**src/rtl/dma_pkg.sv**
```systemverilog
package dma_pkg;

  // Burst type code for incrementing bursts
  localparam logic [1:0] BURST_INCR = 2'b01;

  // AXI4 length field width
  localparam int unsigned AXLEN_W = 8;

  typedef enum logic [1:0] {
    WR_IDLE = 2'd0,
    WR_XFER = 2'd1,
    WR_RESP = 2'd2
  } wr_state_e;

  typedef enum logic [1:0] {
    RD_IDLE = 2'd0,
    RD_ADDR = 2'd1,
    RD_DATA = 2'd2
  } rd_state_e;

endpackage

```
**src/rtl/dma_beat_ctr.sv**
```systemverilog
// Counts accepted beats of one burst and flags the beat whose index
// equals the programmed count.
module dma_beat_ctr #(
  parameter int unsigned CNT_W = 8
) (
  input  logic             clk,
  input  logic             rst_n,
  input  logic             clr,
  input  logic             adv,
  input  logic [CNT_W-1:0] limit,
  output logic             at_last
);

  logic [CNT_W-1:0] idx_q;
  logic [CNT_W-1:0] idx_n;
  logic             idx_en;

  always_comb begin
    idx_en = clr | adv;
    idx_n  = clr ? '0 : idx_q + 1'b1;
  end

  always_ff @(posedge clk or negedge rst_n) begin
    if (!rst_n) begin
      idx_q <= '0;
    end else if (idx_en) begin
      idx_q <= idx_n;
    end
  end

  assign at_last = (idx_q == limit);

endmodule

```
**src/rtl/dma_wr_engine.sv**
```systemverilog
// Store half: one request becomes one AXI4 write burst fed by a stream.
module dma_wr_engine
  import dma_pkg::*;
#(
  parameter int unsigned DATA_W = 64,
  parameter int unsigned ADDR_W = 32,
  parameter int unsigned CNT_W  = 8
) (
  input  logic                 clk,
  input  logic                 rst_n,
  input  logic [ADDR_W-1:0]    cmd_addr,
  input  logic [CNT_W-1:0]     cmd_len,
  input  logic                 cmd_valid,
  output logic                 cmd_ready,
  input  logic [DATA_W-1:0]    in_data,
  input  logic                 in_valid,
  output logic                 in_ready,
  output logic [ADDR_W-1:0]    awaddr,
  output logic [AXLEN_W-1:0]   awlen,
  output logic [2:0]           awsize,
  output logic [1:0]           awburst,
  output logic                 awvalid,
  input  logic                 awready,
  output logic [DATA_W-1:0]    wdata,
  output logic [DATA_W/8-1:0]  wstrb,
  output logic                 wlast,
  output logic                 wvalid,
  input  logic                 wready,
  input  logic                 bvalid,
  output logic                 bready
);

  localparam int unsigned STRB_W    = DATA_W / 8;
  localparam logic [2:0]  SIZE_CODE = 3'($clog2(STRB_W));

  wr_state_e         state_q, state_n;
  logic              aw_done_q, aw_done_n;
  logic              w_done_q, w_done_n;
  logic [ADDR_W-1:0] addr_q;
  logic [CNT_W-1:0]  len_q;
  logic              ld_en;
  logic              w_open;
  logic              w_fire;
  logic              beat_last;

  // Channel decode from registered state
  always_comb begin
    cmd_ready = (state_q == WR_IDLE);
    awvalid   = (state_q == WR_XFER) && !aw_done_q;
    w_open    = (state_q == WR_XFER) && !w_done_q;
    wvalid    = w_open && in_valid;
    in_ready  = w_open && wready;
    w_fire    = wvalid && wready;
    bready    = (state_q == WR_RESP);
  end

  // Next-state logic
  always_comb begin
    state_n   = state_q;
    aw_done_n = aw_done_q;
    w_done_n  = w_done_q;
    ld_en     = 1'b0;
    unique case (state_q)
      WR_IDLE: begin
        if (cmd_valid) begin
          ld_en     = 1'b1;
          aw_done_n = 1'b0;
          w_done_n  = 1'b0;
          state_n   = WR_XFER;
        end
      end
      WR_XFER: begin
        if (awvalid && awready) begin
          aw_done_n = 1'b1;
        end
        if (w_fire && beat_last) begin
          w_done_n = 1'b1;
        end
        if (aw_done_n && w_done_n) begin
          state_n = WR_RESP;
        end
      end
      WR_RESP: begin
        if (bvalid) begin
          state_n = WR_IDLE;
        end
      end
      default: state_n = WR_IDLE;
    endcase
  end

  always_ff @(posedge clk or negedge rst_n) begin
    if (!rst_n) begin
      state_q   <= WR_IDLE;
      aw_done_q <= 1'b0;
      w_done_q  <= 1'b0;
    end else begin
      state_q   <= state_n;
      aw_done_q <= aw_done_n;
      w_done_q  <= w_done_n;
    end
  end

  always_ff @(posedge clk or negedge rst_n) begin
    if (!rst_n) begin
      addr_q <= '0;
      len_q  <= '0;
    end else if (ld_en) begin
      addr_q <= cmd_addr;
      len_q  <= cmd_len;
    end
  end

  dma_beat_ctr #(
    .CNT_W (CNT_W)
  ) wbeat_i (
    .clk     (clk),
    .rst_n   (rst_n),
    .clr     (ld_en),
    .adv     (w_fire),
    .limit   (len_q),
    .at_last (beat_last)
  );

  assign awaddr  = addr_q;
  assign awlen   = AXLEN_W'(len_q);
  assign awsize  = SIZE_CODE;
  assign awburst = BURST_INCR;
  assign wdata   = in_data;
  assign wstrb   = {STRB_W{1'b1}};
  assign wlast   = beat_last;

endmodule

```
**src/rtl/dma_rd_engine.sv**
```systemverilog
// Fetch half: one request becomes one AXI4 read burst drained to a stream.
module dma_rd_engine
  import dma_pkg::*;
#(
  parameter int unsigned DATA_W = 64,
  parameter int unsigned ADDR_W = 32,
  parameter int unsigned CNT_W  = 8
) (
  input  logic               clk,
  input  logic               rst_n,
  input  logic [ADDR_W-1:0]  cmd_addr,
  input  logic [CNT_W-1:0]   cmd_len,
  input  logic               cmd_valid,
  output logic               cmd_ready,
  output logic [DATA_W-1:0]  out_data,
  output logic               out_last,
  output logic               out_valid,
  input  logic               out_ready,
  output logic [ADDR_W-1:0]  araddr,
  output logic [AXLEN_W-1:0] arlen,
  output logic [2:0]         arsize,
  output logic [1:0]         arburst,
  output logic               arvalid,
  input  logic               arready,
  input  logic [DATA_W-1:0]  rdata,
  input  logic               rvalid,
  output logic               rready
);

  localparam int unsigned STRB_W    = DATA_W / 8;
  localparam logic [2:0]  SIZE_CODE = 3'($clog2(STRB_W));

  rd_state_e         state_q, state_n;
  logic [ADDR_W-1:0] addr_q;
  logic [CNT_W-1:0]  len_q;
  logic              ld_en;
  logic              in_data_ph;
  logic              r_fire;
  logic              beat_last;

  always_comb begin
    cmd_ready  = (state_q == RD_IDLE);
    arvalid    = (state_q == RD_ADDR);
    in_data_ph = (state_q == RD_DATA);
    out_valid  = in_data_ph && rvalid;
    rready     = in_data_ph && out_ready;
    r_fire     = rvalid && rready;
    out_last   = in_data_ph && beat_last;
  end

  always_comb begin
    state_n = state_q;
    ld_en   = 1'b0;
    unique case (state_q)
      RD_IDLE: begin
        if (cmd_valid) begin
          ld_en   = 1'b1;
          state_n = RD_ADDR;
        end
      end
      RD_ADDR: begin
        if (arready) begin
          state_n = RD_DATA;
        end
      end
      RD_DATA: begin
        if (r_fire && beat_last) begin
          state_n = RD_IDLE;
        end
      end
      default: state_n = RD_IDLE;
    endcase
  end

  always_ff @(posedge clk or negedge rst_n) begin
    if (!rst_n) begin
      state_q <= RD_IDLE;
    end else begin
      state_q <= state_n;
    end
  end

  always_ff @(posedge clk or negedge rst_n) begin
    if (!rst_n) begin
      addr_q <= '0;
      len_q  <= '0;
    end else if (ld_en) begin
      addr_q <= cmd_addr;
      len_q  <= cmd_len;
    end
  end

  dma_beat_ctr #(
    .CNT_W (CNT_W)
  ) rbeat_i (
    .clk     (clk),
    .rst_n   (rst_n),
    .clr     (ld_en),
    .adv     (r_fire),
    .limit   (len_q),
    .at_last (beat_last)
  );

  assign araddr   = addr_q;
  assign arlen    = AXLEN_W'(len_q);
  assign arsize   = SIZE_CODE;
  assign arburst  = BURST_INCR;
  assign out_data = rdata;

endmodule

```
**src/rtl/burst_dma_master.sv**
```systemverilog
module burst_dma_master
  import dma_pkg::*;
#(
  parameter int unsigned DATA_W = 64,
  parameter int unsigned ADDR_W = 32,
  parameter int unsigned CNT_W  = 8
) (
  input  logic                clk,
  input  logic                rst_n,
  input  logic [ADDR_W-1:0]   wr_cmd_addr,
  input  logic [CNT_W-1:0]    wr_cmd_len,
  input  logic                wr_cmd_valid,
  output logic                wr_cmd_ready,
  input  logic [DATA_W-1:0]   wr_in_data,
  input  logic                wr_in_valid,
  output logic                wr_in_ready,
  input  logic [ADDR_W-1:0]   rd_cmd_addr,
  input  logic [CNT_W-1:0]    rd_cmd_len,
  input  logic                rd_cmd_valid,
  output logic                rd_cmd_ready,
  output logic [DATA_W-1:0]   rd_out_data,
  output logic                rd_out_last,
  output logic                rd_out_valid,
  input  logic                rd_out_ready,
  output logic [ADDR_W-1:0]   m_awaddr,
  output logic [7:0]          m_awlen,
  output logic [2:0]          m_awsize,
  output logic [1:0]          m_awburst,
  output logic                m_awvalid,
  input  logic                m_awready,
  output logic [DATA_W-1:0]   m_wdata,
  output logic [DATA_W/8-1:0] m_wstrb,
  output logic                m_wlast,
  output logic                m_wvalid,
  input  logic                m_wready,
  input  logic                m_bvalid,
  output logic                m_bready,
  output logic [ADDR_W-1:0]   m_araddr,
  output logic [7:0]          m_arlen,
  output logic [2:0]          m_arsize,
  output logic [1:0]          m_arburst,
  output logic                m_arvalid,
  input  logic                m_arready,
  input  logic [DATA_W-1:0]   m_rdata,
  input  logic                m_rvalid,
  output logic                m_rready
);

  dma_wr_engine #(
    .DATA_W (DATA_W),
    .ADDR_W (ADDR_W),
    .CNT_W  (CNT_W)
  ) wr_i (
    .clk       (clk),
    .rst_n     (rst_n),
    .cmd_addr  (wr_cmd_addr),
    .cmd_len   (wr_cmd_len),
    .cmd_valid (wr_cmd_valid),
    .cmd_ready (wr_cmd_ready),
    .in_data   (wr_in_data),
    .in_valid  (wr_in_valid),
    .in_ready  (wr_in_ready),
    .awaddr    (m_awaddr),
    .awlen     (m_awlen),
    .awsize    (m_awsize),
    .awburst   (m_awburst),
    .awvalid   (m_awvalid),
    .awready   (m_awready),
    .wdata     (m_wdata),
    .wstrb     (m_wstrb),
    .wlast     (m_wlast),
    .wvalid    (m_wvalid),
    .wready    (m_wready),
    .bvalid    (m_bvalid),
    .bready    (m_bready)
  );

  dma_rd_engine #(
    .DATA_W (DATA_W),
    .ADDR_W (ADDR_W),
    .CNT_W  (CNT_W)
  ) rd_i (
    .clk       (clk),
    .rst_n     (rst_n),
    .cmd_addr  (rd_cmd_addr),
    .cmd_len   (rd_cmd_len),
    .cmd_valid (rd_cmd_valid),
    .cmd_ready (rd_cmd_ready),
    .out_data  (rd_out_data),
    .out_last  (rd_out_last),
    .out_valid (rd_out_valid),
    .out_ready (rd_out_ready),
    .araddr    (m_araddr),
    .arlen     (m_arlen),
    .arsize    (m_arsize),
    .arburst   (m_arburst),
    .arvalid   (m_arvalid),
    .arready   (m_arready),
    .rdata     (m_rdata),
    .rvalid    (m_rvalid),
    .rready    (m_rready)
  );

endmodule

```
**config.mk**
```make
export PLATFORM = sky130hd
export DESIGN_NAME = burst_dma_master
export DESIGN_NICKNAME = d
export VERILOG_FILES = /design/src/rtl/dma_pkg.sv /design/src/rtl/dma_beat_ctr.sv /design/src/rtl/dma_wr_engine.sv /design/src/rtl/dma_rd_engine.sv /design/src/rtl/burst_dma_master.sv
export SDC_FILE = /design/constraint.sdc
export NUM_CORES = 1
export LEC_CHECK = 0
export BUFFER_PORTS_ARGS = -buffer_cell sky130_fd_sc_hd__buf_2
export CAP_MARGIN = 25
export CORE_AREA = 2 2 175 177
export CTS_CLUSTER_DIAMETER = 100
export DETAILED_ROUTE_END_ITERATION = 7
export DIE_AREA = 0 0 177 179
export SETUP_SLACK_MARGIN = 0.3
export SLEW_MARGIN = 25
export SYNTH_ARGS = -nofsm -noshare
export SYNTH_HDL_FRONTEND = slang
export SYNTH_SLANG_ARGS = --single-unit
```
**constraint.sdc**
```tcl
create_clock -name clk -period 3.9 [get_ports clk]
set_input_delay 0.39 -clock clk [delete_from_list [all_inputs] [get_ports clk]]
set_output_delay 0.39 -clock clk [all_outputs]
set_load 0.005 [all_outputs]
```
; ---- Word-level counts from Yosys, hierarchy flattened
; Cells that the tools add are included.
[word_totals]
out_inout_bits = 237
ff_bits = 102
inputBits = 219
elab_cells = 68
[classes]
n_mux = 21
n_eq_ne = 12
n_addsub = 2
bitwise = 2
n_reduce_logical = 21
[op_table]
columns = op, count
row1 = 8-bit by 1-bit adder with 8-bit output (second input constant), 2
row2 = 8-bit equality test, 2
row3 = 8-bit two-way mux, 2
row4 = 1-bit logical AND, 13
row5 = 2-bit two-way mux, 6
row6 = 2-bit case mux with 3 select lines, 2
row7 = 2-bit inequality test (second input constant), 5
row8 = 1-bit two-way mux, 9
row9 = 3-bit AND reduction, 2
row10 = 2-bit by 1-bit equality test with 1-bit output (second input constant), 2
row11 = 2-bit equality test (second input constant), 2
row12 = 2-bit zero test, 2
row13 = 1-bit case mux with 2 select lines, 2
row14 = 1-bit zero test, 2
row15 = 2-bit by 1-bit inequality test with 1-bit output (second input constant), 1
row16 = 1-bit bitwise OR, 2
row17 = 2-bit AND reduction, 1
row18 = 2-bit nonzero test, 1

; ---- Logic depth before layout (Yosys ltp)
; Gate-level depths: netlist of the first run.
[depth]
depth_word = 10
depth_mapped = 7
ltp_nobuf = 5

; ---- Hierarchy
; Synthesis of the first run repeated with hierarchy kept, for this count alone.
[unflattened]
cells_unflattened = 450
hier_area_um2 = 5562.8
[by_module_without_submodules]
columns = module, cells_per_inst, area_each_um2, n_inst, seq_area_each_um2
row1 = dma_wr_engine, 186, 2467.4, 1, 1101.1
row2 = dma_rd_engine, 170, 2164.6, 1, 1051.0
row3 = dma_beat_ctr, 47, 465.4, 2, 200.2

; ---- Least setup slack after synthesis of the first run
; OpenSTA, ideal clock, no wires.
[synth_timing]
path_type = reg-to-reg
startpoint = register rd_i.state_q[0]
endpoint = register rd_i.len_q[6] (netlist: rd_i.arlen[6])
setup_time_ns = 0.125
synth_period_minus_slack_ns = 1.461
path_buffers = 3
stages_incl_launch_ff = 7
setup_slack_ns = 2.439
t_arrival_ns = 1.336
t_required_ns = 3.775
cell_sequence = dfrtp_1 -> nor2_2 -> and2_4 -> buf_6 -> buf_6 -> buf_6 -> mux2_4
[synth_between]
elab_chain_cells = 2
[synth_rtl]
columns = item, line
row1 = from (decl), dma_rd_engine.sv:33  ; rd_state_e state_q, state_n;
row2 = from (signal assigned), dma_rd_engine.sv:79  ; state_q <= state_n;
row3 = 2-bit zero test, --
row4 = net rd_cmd_ready, burst_dma_master.sv:20  ; output logic rd_cmd_ready,
row5 = 1-bit two-way mux, dma_rd_engine.sv:54  ; unique case (state_q)
row6 = to (signal assigned), dma_rd_engine.sv:89  ; len_q <= cmd_len;
row7 = to (decl), dma_rd_engine.sv:35  ; logic [CNT_W-1:0] len_q;
; The timed path passes the listed nets, and every way through them passes these cells.
; A chain may end at the register's enable or synchronous reset.

; ---- Worst setup path in the final report of the first run
[layout_timing]
startpoint = register wr_i.len_q[7] (netlist: wr_i.awlen[7])
endpoint = output port m_wlast
[layout_between]
elab_chain_cells = 1
[layout_rtl]
columns = item, line
row1 = from (decl), dma_wr_engine.sv:40  ; logic [CNT_W-1:0] len_q;
row2 = from (signal assigned), dma_wr_engine.sv:110  ; len_q <= cmd_len;
row3 = 8-bit equality test, dma_beat_ctr.sv:31  ; assign at_last = (idx_q == limit);
row4 = to (decl), burst_dma_master.sv:33  ; output logic m_wlast,
; Every way passes these cells.

==> flow_metrics.py, run 1 <==
metrics = {
    "drt": {
        "drt-initial-drc-count": 110,
        "drt-pass1-iter-count": 4,
        "wl_per_cell_um": 13.7,
        "num_vias": 3607,
        "via_per_inst": 3.65,
        "routed_wl_um": 13500,
        "drc_errors": 0,
        "antenna_left": 0,
    },
    "sta": {
        "timing.final.hold_violations": 0,
        "finClkSkew_ns": 0.00573,
        "fmax_mhz": 460,
        "final.min_clock_period_ns": 2.17,
        "tns_ns": 0,
        "slew_headroom_pct": 37.7,
        "min_period_over_period_pct": 55.7,
        "grt_setup_unrepaired": "false",
        "slew_viol_final": 0,
        "tightest_slew_ns": 0.935,
        "finalSetupViolCount": 0,
    },
    "logic_synthesis": {
        "synth_compound_area_share_pct": 1.90,
        "ys_top_cells_by_area": "dfrtp_1 (47%), buf_4 (20%), nand2_1 (8.8%), mux2_2 (8.1%), xor2_1 (2.3%)",
        "ys_seq_area_share_pct": 47.2,
        "synth_edf_count": 0,
        "netlist.area_leader.share_pct": 47.2,
        "synth-main-ff-cell": "dfrtp_1",
        "synth_adder_area_share_pct": 0.463,
        "avgSynthCellArea_um2": 10.0,
        "netlist_area_mm2": 0.00541,
        "synth_top_area_cell": "dfrtp_1",
        "syn_inst": 540,
        "yosys_warnings": 0,
        "synthSimpleGateAreaFrac_pct": 14.7,
        "synthMuxAreaShare_pct": 8.59,
        "ys_types": 41,
        "synth_seq_cells": 102,
        "synthArstFlopShare_pct": 100,
        "synth_top_family_by_area": "buffers and inverters",
        "yosys.area_share.xor_xnor_pct": 4.38,
    },
    "power": {
        "p_per_area_mw_per_mm2": 723,
        "vdd_drop_max_mv": 0.234,
        "total_power_mw": 4.36,
        "p_leak_nw": 3.03,
    },
    "clock_network": {
        "htreeDepth": 3,
        "ctsHoldBuffers": 0,
        "cts_sinks": 102,
        "clk_pin_slew_ns": 0.08,
        "numCtsBuffers": 9,
        "cts_max_path_buffers": 2,
        "clockRootBuffer": "clkbuf_16",
        "cts_tree": "built",
        "cts_resized": 0,
        "cts_setup_buffers": 0,
        "insertion_delay_ns": 0.35,
    },
    "worst_setup_path": {
        "path_cells": "xor2_1 > nor4_1 > and2_1 > buf_2",
        "crit-reg2reg-launch": "wr_i.state_q[1]",
        "r2r_slack_ns": 2.05,
        "reg2reg_depth": 4,
        "worstSetupStartpointType": "register",
        "cp_num_buf_inv": 1,
        "critPathKind": "reg2out",
        "crit_slowest_cell": "nor4_1",
        "cp-endpoint": "m_wlast",
        "cpPeakStageDelay_ns": 0.46,
        "r2r_end": "wr_i.state_q[0]",
        "cp_top_family": "simple AND/OR/NAND/NOR gates",
        "required_ns": 3.51,
        "cp.arrival_ns": 1.78,
        "cp-startpoint": "wr_i.awlen[7]",
        "path_max_fanout": 3,
        "cp.depth": 4,
        "cp-end-kind": "output port",
    },
    "global_route": {
        "grt_max_degree": 50,
        "antenna_found_initial": 1,
        "grt_pass1_vias": 3467,
        "grt-ovfl-total": 0,
        "grt_use_total_pct": 8.36,
        "grt_first_pass_wirelength_um": 19500,
    },
    "floorplan": {
        "rows": 64,
        "pin_count": 456,
        "dieArea_mm2": 0.0317,
        "start_util_pct": 18.0,
        "die_y_um": 179,
        "fp.dieW_um": 177,
        "core_mm2": 0.0300,
    },
    "finish": {
        "fin_area_mm2": 0.00603,
        "syn2layout_area_growth_pct": 11.6,
        "layout_commonest_cell": "buf_2",
        "n_antenna_cell": 0,
        "nets": 808,
        "drive_gt1_share_pct": 41.8,
        "final_cell_mix": "buf_2 (180), nand2_1 (127), dfrtp_1 (102)",
    },
    "placement": {
        "post_dp_cell_area_mm2": 0.00569,
        "dp_hpwl_um": 10300,
        "io_buffers": 181,
        "place_congestion": 0.732,
    },
    "outcome": {
        "outcome": "complete, no violations",
    },
    "run": {
        "maxCapViolCount": 0,
    },
    "hold_path": {
        "worstHoldPathType": "in2async",
    },
}
-- per-layer routing --
metal | routed length, um | vias to the layer above | share of wire (%) | track usage, %
met5 | 13 | - | 0.096 | 0
met4 | 506 | 2 | 3.7 | 5.13
met3 | 1360 | 55 | 10 | 3.88
met2 | 6350 | 192 | 47 | 13.4
met1 | 5270 | 1702 | 39 | 8.96
li1 | - | 1656 | - | -
-- registers in the layout (all words and copies together) (netlist names) --
| signal | cells |
|---|---|
| wr_i.state_q | 2 |
| rd_i.arlen | 8 |
| wr_i.aw_done_q | 1 |
| wr_i.wbeat_i.idx_q | 8 |
| rd_i.state_q | 2 |
| rd_i.araddr | 32 |
| wr_i.awlen | 8 |
| rd_i.rbeat_i.idx_q | 8 |
| wr_i.awaddr | 32 |
| wr_i.w_done_q | 1 |
-- power breakdown --
group / switching, mW / leakage, nW / internal [mW]
Clock: 0.435 / 0.167 / 0.632
Combinational: 0.708 / 1.60 / 0.764
Sequential: 0.310 / 1.26 / 1.51
-- metrics by stage --
step	hold slack, ns	setup slack [ns]	util [%]	cells
after floorplan	0.0944	2.44	-	556
after CTS	0.0237	1.55	20.1	987
after global placement	0.432	1.80	18.9	972
after global routing	0.0507	1.62	20.1	987
after detailed placement	0.429	1.79	18.9	972
final	0.0147	1.73	20.1	987
-- synthesized netlist by cell type, drive strengths merged (5+ instances only) --
master / count
buf: 159
nand2: 127
dfrtp: 102
mux2: 40
nor2: 20
xor2: 14
xnor2: 13
nand3: 7
and2: 5
clkbuf: 5
nand4: 5
-- final cells by class --
cell class,instances,area (um2)
clock buffers,9,225
repair buffers,184,931
multi-input cells,286,1700
flip-flops and latches,102,2550
fillers,3342,24000
inverters,4,15.0
clock inverters,6,116
well taps,396,495
-- cells by family (layout without fill, tap and decap cells) --
kind of cell | count (synthesis) | after routing
AO/OA/AOI/OAI | 15 | 15
XOR/XNOR | 27 | 27
adder cells (fa/ha/maj) | 2 | 2
buffers and inverters | 168 | 203
flip-flops | 102 | 102
multiplexers | 41 | 41
other | 2 | 18
AND/OR/NAND/NOR | 183 | 183
-- worst reg2reg max path, cell delays in order (launching register included) --
cell and delay (ns):
dfrtp_1 0.43, nor2_1 0.24, and2_2 0.82, a21oi_1 0.11, a31oi_1 0.17
-- worst min path at each step --
stage          depth (start not counted)  slack [ns]              end
6_report                               1        0.01    wr_i.awlen[6]
5_1_grt                                1        0.05    wr_i.awlen[6]
4_1_cts                                1        0.02  wr_i.awaddr[26]
3_5_place_dp                           1        0.43  wr_i.awaddr[26]
3_3_place_gp                           1        0.43  wr_i.awaddr[26]
2_1_floorplan                          0        0.09   rd_i.araddr[0]
Note: power is estimated with default switching activity, not from simulation.
==> run 2, diff against run 1 <==
- CORE_AREA: 2 2 175 177 -> 2 2 176 178
- DIE_AREA: 0 0 177 179 -> 0 0 178 180
- clock period: 3.9 -> 1.85 ns (I/O delays scaled with it)
==> run 2 against run 1 <==
Against the previous run: final area rose by 13%; global-route usage up 0.50 points; critical path depth is the same; sequential share of layout area shrank 4.6 points; via count is 6.2% higher; sequential power is 110% higher; critical path type unchanged.
==> flow_metrics.py, run 2 (synthesis results as in run 1) <==
metrics = {
    "drt": {
        "via_per_inst": 3.68,
        "drt-initial-drc-count": 111,
        "wl_per_cell_um": 14.7,
        "drc_errors": 0,
        "drt-pass1-iter-count": 4,
        "num_vias": 3830,
        "antenna_left": 0,
        "routed_wl_um": 15300,
    },
    "floorplan": {
        "core_mm2": 0.0302,
        "die_y_um": 180,
        "dieArea_mm2": 0.0320,
        "pin_count": 456,
        "rows": 64,
        "start_util_pct": 17.9,
        "fp.dieW_um": 178,
    },
    "placement": {
        "io_buffers": 181,
        "dp_hpwl_um": 10300,
        "place_congestion": 0.789,
    },
    "worst_setup_path": {
        "critPathKind": "reg2out",
        "crit_slowest_cell": "dfrtp_1",
        "path_max_fanout": 4,
        "worstSetupStartpointType": "register",
        "cp-end-kind": "output port",
        "cp.arrival_ns": 1.63,
        "cpPeakStageDelay_ns": 0.42,
        "required_ns": 1.66,
        "path_cells": "xor2_1 > nor4_2 > and2_4 > buf_6",
    },
    "sta": {
        "final.min_clock_period_ns": 1.82,
        "fmax_mhz": 550,
        "min_period_over_period_pct": 98.2,
        "tightest_slew_ns": 0.568,
        "slew_viol_final": 0,
        "finClkSkew_ns": 0.00660,
        "whs_ns": 0.0234,
        "finalSetupViolCount": 0,
        "timing.final.hold_violations": 0,
        "slew_headroom_pct": 62.2,
        "grt_setup_unrepaired": "true",
    },
    "global_route": {
        "grt-ovfl-total": 0,
        "grt_first_pass_wirelength_um": 21300,
        "grt_use_total_pct": 8.86,
        "grt_pass1_vias": 3738,
        "antenna_found_initial": 0,
        "grt_max_degree": 103,
    },
    "clock_network": {
        "cts_sinks": 102,
        "numCtsBuffers": 9,
        "cts_tree": "built",
        "insertion_delay_ns": 0.35,
        "clockRootBuffer": "clkbuf_16",
        "cts_max_path_buffers": 2,
        "htreeDepth": 3,
        "clk_pin_slew_ns": 0.08,
    },
    "power": {
        "total_power_mw": 9.91,
        "p_clk_share_pct": 18.7,
        "p_leak_nw": 3.44,
        "vdd_drop_max_mv": 0.423,
        "p_per_area_mw_per_mm2": 1460,
        "comb_power_share_pct": 42.6,
        "p_int_mw": 6.50,
        "p_switching_mw": 3.41,
        "seq_power_share_pct": 38.7,
        "sw_frac_of_total_pct": 34.4,
    },
    "finish": {
        "syn2layout_area_growth_pct": 25.7,
        "seq_area_mm2": 0.00256,
        "drive_gt1_share_pct": 45.4,
        "fillers": 3287,
        "nets": 863,
        "layout_commonest_cell": "buf_2",
        "multi_input_area_mm2": 0.00188,
        "n_antenna_cell": 0,
        "final_cell_mix": "buf_2 (179), nand2_1 (126), dfrtp_1 (97)",
    },
    "run": {
        "maxCapViolCount": 0,
    },
    "outcome": {
        "outcome": "complete, no violations",
    },
    "hold_path": {
        "worstHoldPathType": "in2reg",
    },
}
-- run 2: cell types whose count changed in the layout (fill, tap and decap cells not counted), sizes merged --
cell,delta
clkbuf,+4
buf,+28
clkinvlp,+1
dlygate4sd3,+23
clkinv,+2
bufinv,-3
-- run 2: cell type report --
type,instances,area share [%]
Sequential cell,102,37.7
Multi-Input combinational cell,286,27.6
Timing Repair Buffer,239,23.1
Tap cell,396,7.29
Clock buffer,9,3.31
Clock inverter,6,0.792
Inverter,4,0.221
-- run 2: critical path: cells and delay by family (launching register included) --
kind	cells	cell delay, ns
simple gates	2	0.60
buf+inv	1	0.09
xor+xnor	1	0.16
flops	1	0.42
-- run 2: repair_timing --
item,4_1_cts,5_1_grt
gates resized for setup,9,45
hold buffers,23,0
gates cloned,1,4
setup buffers,17,7
hold endpoints to repair,124,0
pin swaps,11,7
endpoints found under the setup margin,14,28
-- run 2: final timing paths --
check / start / end / slack (ns) / depth (start not counted)
setup / recovery: wr_i.wbeat_i.idx_q[6] / m_wlast / 0.03 / 4
hold / removal: wr_cmd_addr[21] / wr_i.awaddr[21] / 0.02 / 3
setup reg to reg: wr_i.state_q[1] / wr_i.state_q[1] / 0.31 / 5
hold reg to reg: wr_i.awaddr[17] / wr_i.awaddr[17] / 0.48 / 2
max in group asynchronous: rst_n / rd_i.state_q[1] / 0.94 / 3
min in group asynchronous: rst_n / wr_i.awaddr[30] / 0.44 / 3
-- run 2: layer usage --
layer,GRT usage (%),routed length [um]
met1,9.12,5790
met2,14.3,7230
met3,4.21,1570
met4,5.87,744
met5,0,0
-- run 2: power groups by stage --
stage                     Sequential (mW)  Clock (mW)  Combinational (mW)
after floorplan                      3.88           0                1.94
after global placement               3.86           0                3.26
after detailed placement             3.88           0                3.30
after CTS                            3.82        1.96                3.66
after global routing                 3.98        2.05                4.68
final                                3.84        1.85                4.22
-- run 2: through the flow --
step                setup slack, ns  instances  setup TNS [ns]  area, um2  utilization, %
CTS                         -0.0226       1031         -0.0226       6470            21.4
detailed placement            0.258        975               0       5770            19.1
global route                -0.0432       1042         -0.0432       6790            22.5
floorplan                     0.389        556               0       5470               -
finish                       0.0334       1042               0       6790            22.5
global placement              0.261        975               0       5770            19.1
